--- config.mk ---
export PLATFORM = sky130hd
export DESIGN_NAME = raster_addr_gen
export DESIGN_NICKNAME = d
export VERILOG_FILES = /design/src/rtl/rag_pkg.sv /design/src/rtl/rag_edge.sv /design/src/rtl/rag_row_ctr.sv /design/src/rtl/rag_addr_ctr.sv /design/src/rtl/raster_addr_gen.sv
export SDC_FILE = /design/constraint.sdc
export NUM_CORES = 1
export LEC_CHECK = 0
export ABC_AREA = 0
export BUFFER_PORTS_ARGS = -buffer_cell sky130_fd_sc_hd__buf_2
export CAP_MARGIN = 15
export CORE_MARGIN = 5
export CORE_UTILIZATION = 60
export DETAILED_ROUTE_END_ITERATION = 10
export GPL_TIMING_DRIVEN = 0
export PLACE_DENSITY = 0.81
export SYNTH_ARGS = -nofsm -noshare
export SYNTH_HDL_FRONTEND = slang
export SYNTH_HIERARCHICAL = 1
export SYNTH_SLANG_ARGS = --single-unit
export TNS_END_PERCENT = 5
--- constraint.sdc ---
create_clock -name clk -period 4.73 [get_ports clk]
set_input_delay 0.473 -clock clk [delete_from_list [all_inputs] [get_ports clk]]
set_output_delay 0.473 -clock clk [all_outputs]
set_load 0.005 [all_outputs]
--- src/rtl/rag_pkg.sv ---
package rag_pkg;
  typedef enum logic {
    MODE_BITMAP = 1'b0,
    MODE_CHAR   = 1'b1
  } disp_mode_e;

  typedef struct packed {
    logic clear;   // vertical-blank line boundary
    logic enter;   // first blanked sample of a line
    logic preset;  // first active sample of a line
    logic step;    // continuing active sample
  } line_evt_t;
endpackage

--- src/rtl/rag_edge.sv ---
module rag_edge
  import rag_pkg::*;
(
  input  logic      clk,
  input  logic      rst,
  input  logic      pix_en,
  input  logic      hblank,
  input  logic      vblank,
  output line_evt_t evt
);
  logic hb_prev;

  always_ff @(posedge clk) begin
    if (rst) begin
      hb_prev <= 1'b1;
    end else if (pix_en) begin
      hb_prev <= hblank;
    end
  end

  always_comb begin
    evt.clear  = pix_en & vblank & hblank;
    evt.enter  = pix_en & hblank & ~hb_prev & ~vblank;
    evt.preset = pix_en & ~hblank & hb_prev;
    evt.step   = pix_en & ~hblank & ~hb_prev;
  end
endmodule

--- src/rtl/rag_row_ctr.sv ---
module rag_row_ctr
  import rag_pkg::*;
#(
  parameter int CELL_H = 8,
  localparam int RW = (CELL_H > 1) ? $clog2(CELL_H) : 1
) (
  input  logic          clk,
  input  logic          rst,
  input  logic          pix_en,
  input  disp_mode_e    mode,
  input  line_evt_t     evt,
  output logic [RW-1:0] row,
  output logic          row_wrap
);
  localparam logic [RW-1:0] ROW_TOP = RW'(CELL_H - 1);

  assign row_wrap = (mode == MODE_CHAR) & evt.enter & (row == ROW_TOP);

  always_ff @(posedge clk) begin
    if (rst) begin
      row <= '0;
    end else if (pix_en) begin
      if (mode != MODE_CHAR || evt.clear) begin
        row <= '0;
      end else if (evt.enter) begin
        row <= row_wrap ? '0 : row + 1'b1;
      end
    end
  end
endmodule

--- src/rtl/rag_addr_ctr.sv ---
module rag_addr_ctr
  import rag_pkg::*;
#(
  parameter int AW = 13
) (
  input  logic          clk,
  input  logic          rst,
  input  logic          pix_en,
  input  line_evt_t     evt,
  input  logic          capture,
  input  logic [AW-1:0] limit,
  output logic [AW-1:0] addr
);
  logic [AW-1:0] start_q;
  logic [AW-1:0] addr_nx;

  assign addr_nx = (addr >= limit) ? '0 : addr + 1'b1;

  always_ff @(posedge clk) begin
    if (rst) begin
      addr    <= '0;
      start_q <= '0;
    end else if (pix_en) begin
      if (evt.clear) begin
        addr    <= '0;
        start_q <= '0;
      end else begin
        if (evt.enter && capture) start_q <= addr_nx;
        if (evt.preset)           addr    <= start_q;
        else if (evt.step)        addr    <= addr_nx;
      end
    end
  end
endmodule

--- src/rtl/raster_addr_gen.sv ---
module raster_addr_gen
  import rag_pkg::*;
#(
  parameter int BYTES_PER_LINE = 40,
  parameter int BMP_RASTERS    = 200,
  parameter int CHR_ROWS       = 25,
  parameter int CELL_H         = 8,
  localparam int BMP_LAST = BYTES_PER_LINE * BMP_RASTERS - 1,
  localparam int CHR_LAST = BYTES_PER_LINE * CHR_ROWS - 1,
  localparam int AW = $clog2(BMP_LAST + 1),
  localparam int RW = (CELL_H > 1) ? $clog2(CELL_H) : 1
) (
  input  logic          clk,
  input  logic          rst,
  input  logic          pix_en,
  input  logic          hblank,
  input  logic          vblank,
  input  logic          char_mode,
  output logic [AW-1:0] disp_addr,
  output logic [RW-1:0] cell_row
);
  localparam logic [AW-1:0] LIM_BMP = AW'(BMP_LAST);
  localparam logic [AW-1:0] LIM_CHR = AW'(CHR_LAST);

  disp_mode_e    mode;
  line_evt_t     evt;
  logic          row_wrap;
  logic          capture;
  logic [AW-1:0] limit;

  assign mode    = disp_mode_e'(char_mode);
  assign limit   = (mode == MODE_CHAR) ? LIM_CHR : LIM_BMP;
  assign capture = (mode == MODE_BITMAP) | row_wrap;

  rag_edge u_edge (
    .clk    (clk),
    .rst    (rst),
    .pix_en (pix_en),
    .hblank (hblank),
    .vblank (vblank),
    .evt    (evt)
  );

  rag_row_ctr #(.CELL_H(CELL_H)) u_row (
    .clk      (clk),
    .rst      (rst),
    .pix_en   (pix_en),
    .mode     (mode),
    .evt      (evt),
    .row      (cell_row),
    .row_wrap (row_wrap)
  );

  rag_addr_ctr #(.AW(AW)) u_addr (
    .clk     (clk),
    .rst     (rst),
    .pix_en  (pix_en),
    .evt     (evt),
    .capture (capture),
    .limit   (limit),
    .addr    (disp_addr)
  );
endmodule

==> flow_summary_export.csv <==
group,metric,value,unit
clock_tree,post-cts-setup-buffers,0,
yosys,netlist_instances,239,
cells_and_area,drive_above_1_share,17.2,%
worst_setup_path,slowest_stage,"clkbuf_1",
grt,grt_max_degree,12,
timing,finalSetupViolCount,0,
worst_setup_path,start_kind,"flop",
yosys,synth_cell_type_count,51,
cells_and_area,n_antenna_cell,0,
cells_and_area,final_nets,294,
timing,fmax,0.441,GHz
job,max_cap_violations,0,
die,start_util,60.6,%
worst_setup_path,worstPathCellList,"ha_1 -> ha_1 -> and3_1 -> nand2b_1 -> a21o_1 -> a21oi_1 -> clkbuf_1 -> nand2_1 -> o31ai_1",
yosys,synth.area.mux_share,0,%
clock_tree,cts.sinks,30,
timing,tightest_slew,545,ps
grt,overflow,0,
clock_tree,htreeDepth,2,
worst_setup_path,critical_path_class,"reg2reg",
timing,slew_viol_final,0,
worst_setup_path,cpPeakStageDelay,460,ps
die,die_area,0.00457,mm^2
yosys,yosys.area_share.adder,10.1,%
yosys,synth_xor_area_share,4.84,%
die,die_h,67.6,um
power,power.density,213,mW/mm^2
routing,wire_per_inst,14.5,um
timing,hold_viol,0,
power,p_leak,0.974,nW
min_path,worstHoldPathType,"in2reg",
grt,grt_usage,22.8,%
clock_tree,hold_buffers,0,
yosys,yosysTopAreaCellShare,30.2,%
yosys,synth_area,0.00199,mm^2
yosys,synth-simple-area-share,24.0,%
yosys,yosysSeqAreaShare,30.2,%
yosys,synth.avg_cell_area,8.33,um^2
yosys,synthFlopType,"dfxtp_1",
timing,rsz0062_at_grt,"no",
cells_and_area,area_growth,12.1,%
power,power,0.475,mW
cells_and_area,fill_cells,286,
routing,vias,1830,
routing,drt-vias-per-instance,5.74,
yosys,synth_warnings,6,
timing,tns,0,ps
yosys,synth_edf_count,0,
clock_tree,clkSlewWorstSetupHoldPaths,100,ps
worst_setup_path,cpMostUsedCell,"ha_1",
place,place_ws,2220,ps
place,dp_hpwl,3430,um
grt,antenna_found_initial,0,
routing,wl,4630,um
worst_setup_path,crit_fanout,10,
routing,drt_iter0_drc,113,
clock_tree,clock_latency,340,ps
cells_and_area,fin_util,68.0,%
die,die_w,67.6,um
clock_tree,clock_path_buffers,2,
yosys,synth_seq_cells,30,
routing,drc,0,
place,io_buffers,21,
grt,grt_pass1_wl,7820,um
timing,min_period_over_period,48.0,%
clock_tree,tritoncts,"built",
worst_setup_path,arrival,2510,ps
yosys,synth_top_area_cell,"dfxtp_1",
worst_setup_path,crit_required,4970,ps
die,io_pins,22,
routing,drt_first_pass_iters,4,
timing,fin_ws,2460,ps
timing,period_minus_slack,2270,ps
routing,postRouteAntennaNets,0,
yosys,ys_async_sr_fraction,0,%
cells_and_area,fin_area,0.00223,mm^2
place,gp_congestion,0.850,
run_status,run_status,"completed",
timing,fin_skew,13.0,ps
place,placed_cell_area,0.00217,mm^2
timing,slew_headroom,63.7,%
clock_tree,cts_buffers,5,
worst_setup_path,end_kind,"flop",
power,irDropWorstVdd,0.164,mV
die,core_area,0.00328,mm^2
grt,grt_pass1_vias,1679,
yosys,ys_top_cells_by_area,"dfxtp_1 30%, ha_1 10%, o21ai_0 6.3%",
clock_tree,cts-root-buf,"clkbuf_4",
die,core.rowCount,21,
clock_tree,cts.repair.resized,0,
yosys,synth_compound_area_share,25.5,%
yosys,synth_top_family_by_area,"compound AO/OA/AOI/OAI gates",
## cells by family (layout without fill, tap and decap cells)
logic type	Yosys count	in the layout
AO/OA/AOI/OAI	73	73
XOR/XNOR	11	11
adder cells (fa/ha/maj)	16	16
buffers and inverters	27	56
flip-flops	30	30
other	1	6
AND/OR/NAND/NOR	81	81
## metal layers
metal  wire (um)  track usage (%)
met1        2110             28.5
met3         255             5.66
met5           0                0
met4          61             9.62
met2        2210             36.8
## final timing paths
| check | start | endpoint | slack (ps) | cells past startpoint |
|---|---|---|---|---|
| max | u_row/row[0]$_SDFFE_PP0P_ | u_addr/start_q[0]$_SDFFE_PP0P_ | 2460 | 9 |
| min | rst | u_row/row[0]$_SDFFE_PP0P_ | 420 | 2 |
| max reg2reg | u_row/row[0]$_SDFFE_PP0P_ | u_addr/start_q[0]$_SDFFE_PP0P_ | 2460 | 9 |
| min reg2reg | u_addr/start_q[9]$_SDFFE_PP0P_ | u_addr/start_q[9]$_SDFFE_PP0P_ | 460 | 2 |
## cell usage after synthesis, drive strengths merged, types with 2 or more instances
cell type	instances
xor2	4
a22oi	6
nand3	15
o32ai	4
and3	5
o22ai	2
nor3b	4
a21oi	17
clkbuf	3
o31ai	2
nand2	19
inv	21
a32o	3
o21bai	2
nand3b	3
nor2	11
a211oi	5
nand4	3
or3	2
xnor2	7
dfxtp	30
ha	16
nor3	3
buf	3
nor2b	5
o21ai	25
o211ai	2
a221oi	2
or3b	2
nand2b	3
## metrics by stage
stage	hold slack [ps]	instances
3_5_place_dp	439	311
4_1_cts	410	319
6_report	423	319
2_1_floorplan	420	244
5_1_grt	413	319
3_3_place_gp	432	311
## layout by cell type, fill, tap and decap left out, types with 2 or more instances in the layout
cell type / Yosys / routed
o211ai_1: 2 / 2
a32o_1: 3 / 3
clkbuf_4: 0 / 5
a211oi_1: 2 / 2
xor2_1: 4 / 4
clkbuf_1: 3 / 4
nor3_1: 2 / 2
a22oi_1: 5 / 5
nor3b_2: 2 / 2
nor3b_1: 2 / 2
o21ai_0: 25 / 25
nand4_1: 2 / 2
nor2b_1: 5 / 5
o22ai_1: 2 / 2
o32ai_1: 4 / 4
conb_1: 1 / 6
or3_1: 2 / 2
a211oi_2: 3 / 3
buf_2: 3 / 24
dfxtp_1: 30 / 30
inv_1: 21 / 21
nand2_1: 19 / 19
nand3b_1: 2 / 2
ha_1: 16 / 16
nor2_1: 11 / 11
a221oi_1: 2 / 2
and3_1: 4 / 4
nand3_1: 14 / 14
a21oi_1: 16 / 16
nand2b_1: 3 / 3
xnor2_1: 7 / 7
or3b_1: 2 / 2
## registers in the layout, summed over array words and instances, names as in the netlist
signal / flops
u_addr/addr: 13
u_addr/start_q: 13
u_edge/hb_prev: 1
u_row/row: 3
## area by class of cell
| class | count | area [um^2] | area share [%] |
|---|---|---|---|
| Clock inverter | 1 | 5.00 | 0.224 |
| Inverter | 21 | 78.8 | 3.53 |
| Clock buffer | 7 | 55.1 | 2.46 |
| Sequential cell | 30 | 601 | 26.9 |
| Buffer | 6 | 26.3 | 1.18 |
| Timing Repair Buffer | 21 | 105 | 4.71 |
| Multi-Input combinational cell | 187 | 1310 | 58.4 |
| Tap cell | 46 | 57.6 | 2.58 |
## critical path, delay by kind of cell, from the launching register on
| kind | cells | cell delay [ps] |
|---|---|---|
| AO/OA/AOI/OAI | 3 | 520 |
| buffers and inverters | 1 | 460 |
| AND/OR/NAND/NOR | 3 | 450 |
| adder cells (fa/ha/maj) | 2 | 390 |
| flip-flops | 1 | 350 |
## power by group
part | leakage (nW) | internal, mW | switching [mW] | total [mW]
Sequential | 0.242 | 0.254 | 0.00312 | 0.257
Combinational | 0.697 | 0.0194 | 0.0368 | 0.0562
Clock | 0.0353 | 0.0719 | 0.0897 | 0.162
(Power assumes the default switching activity.)
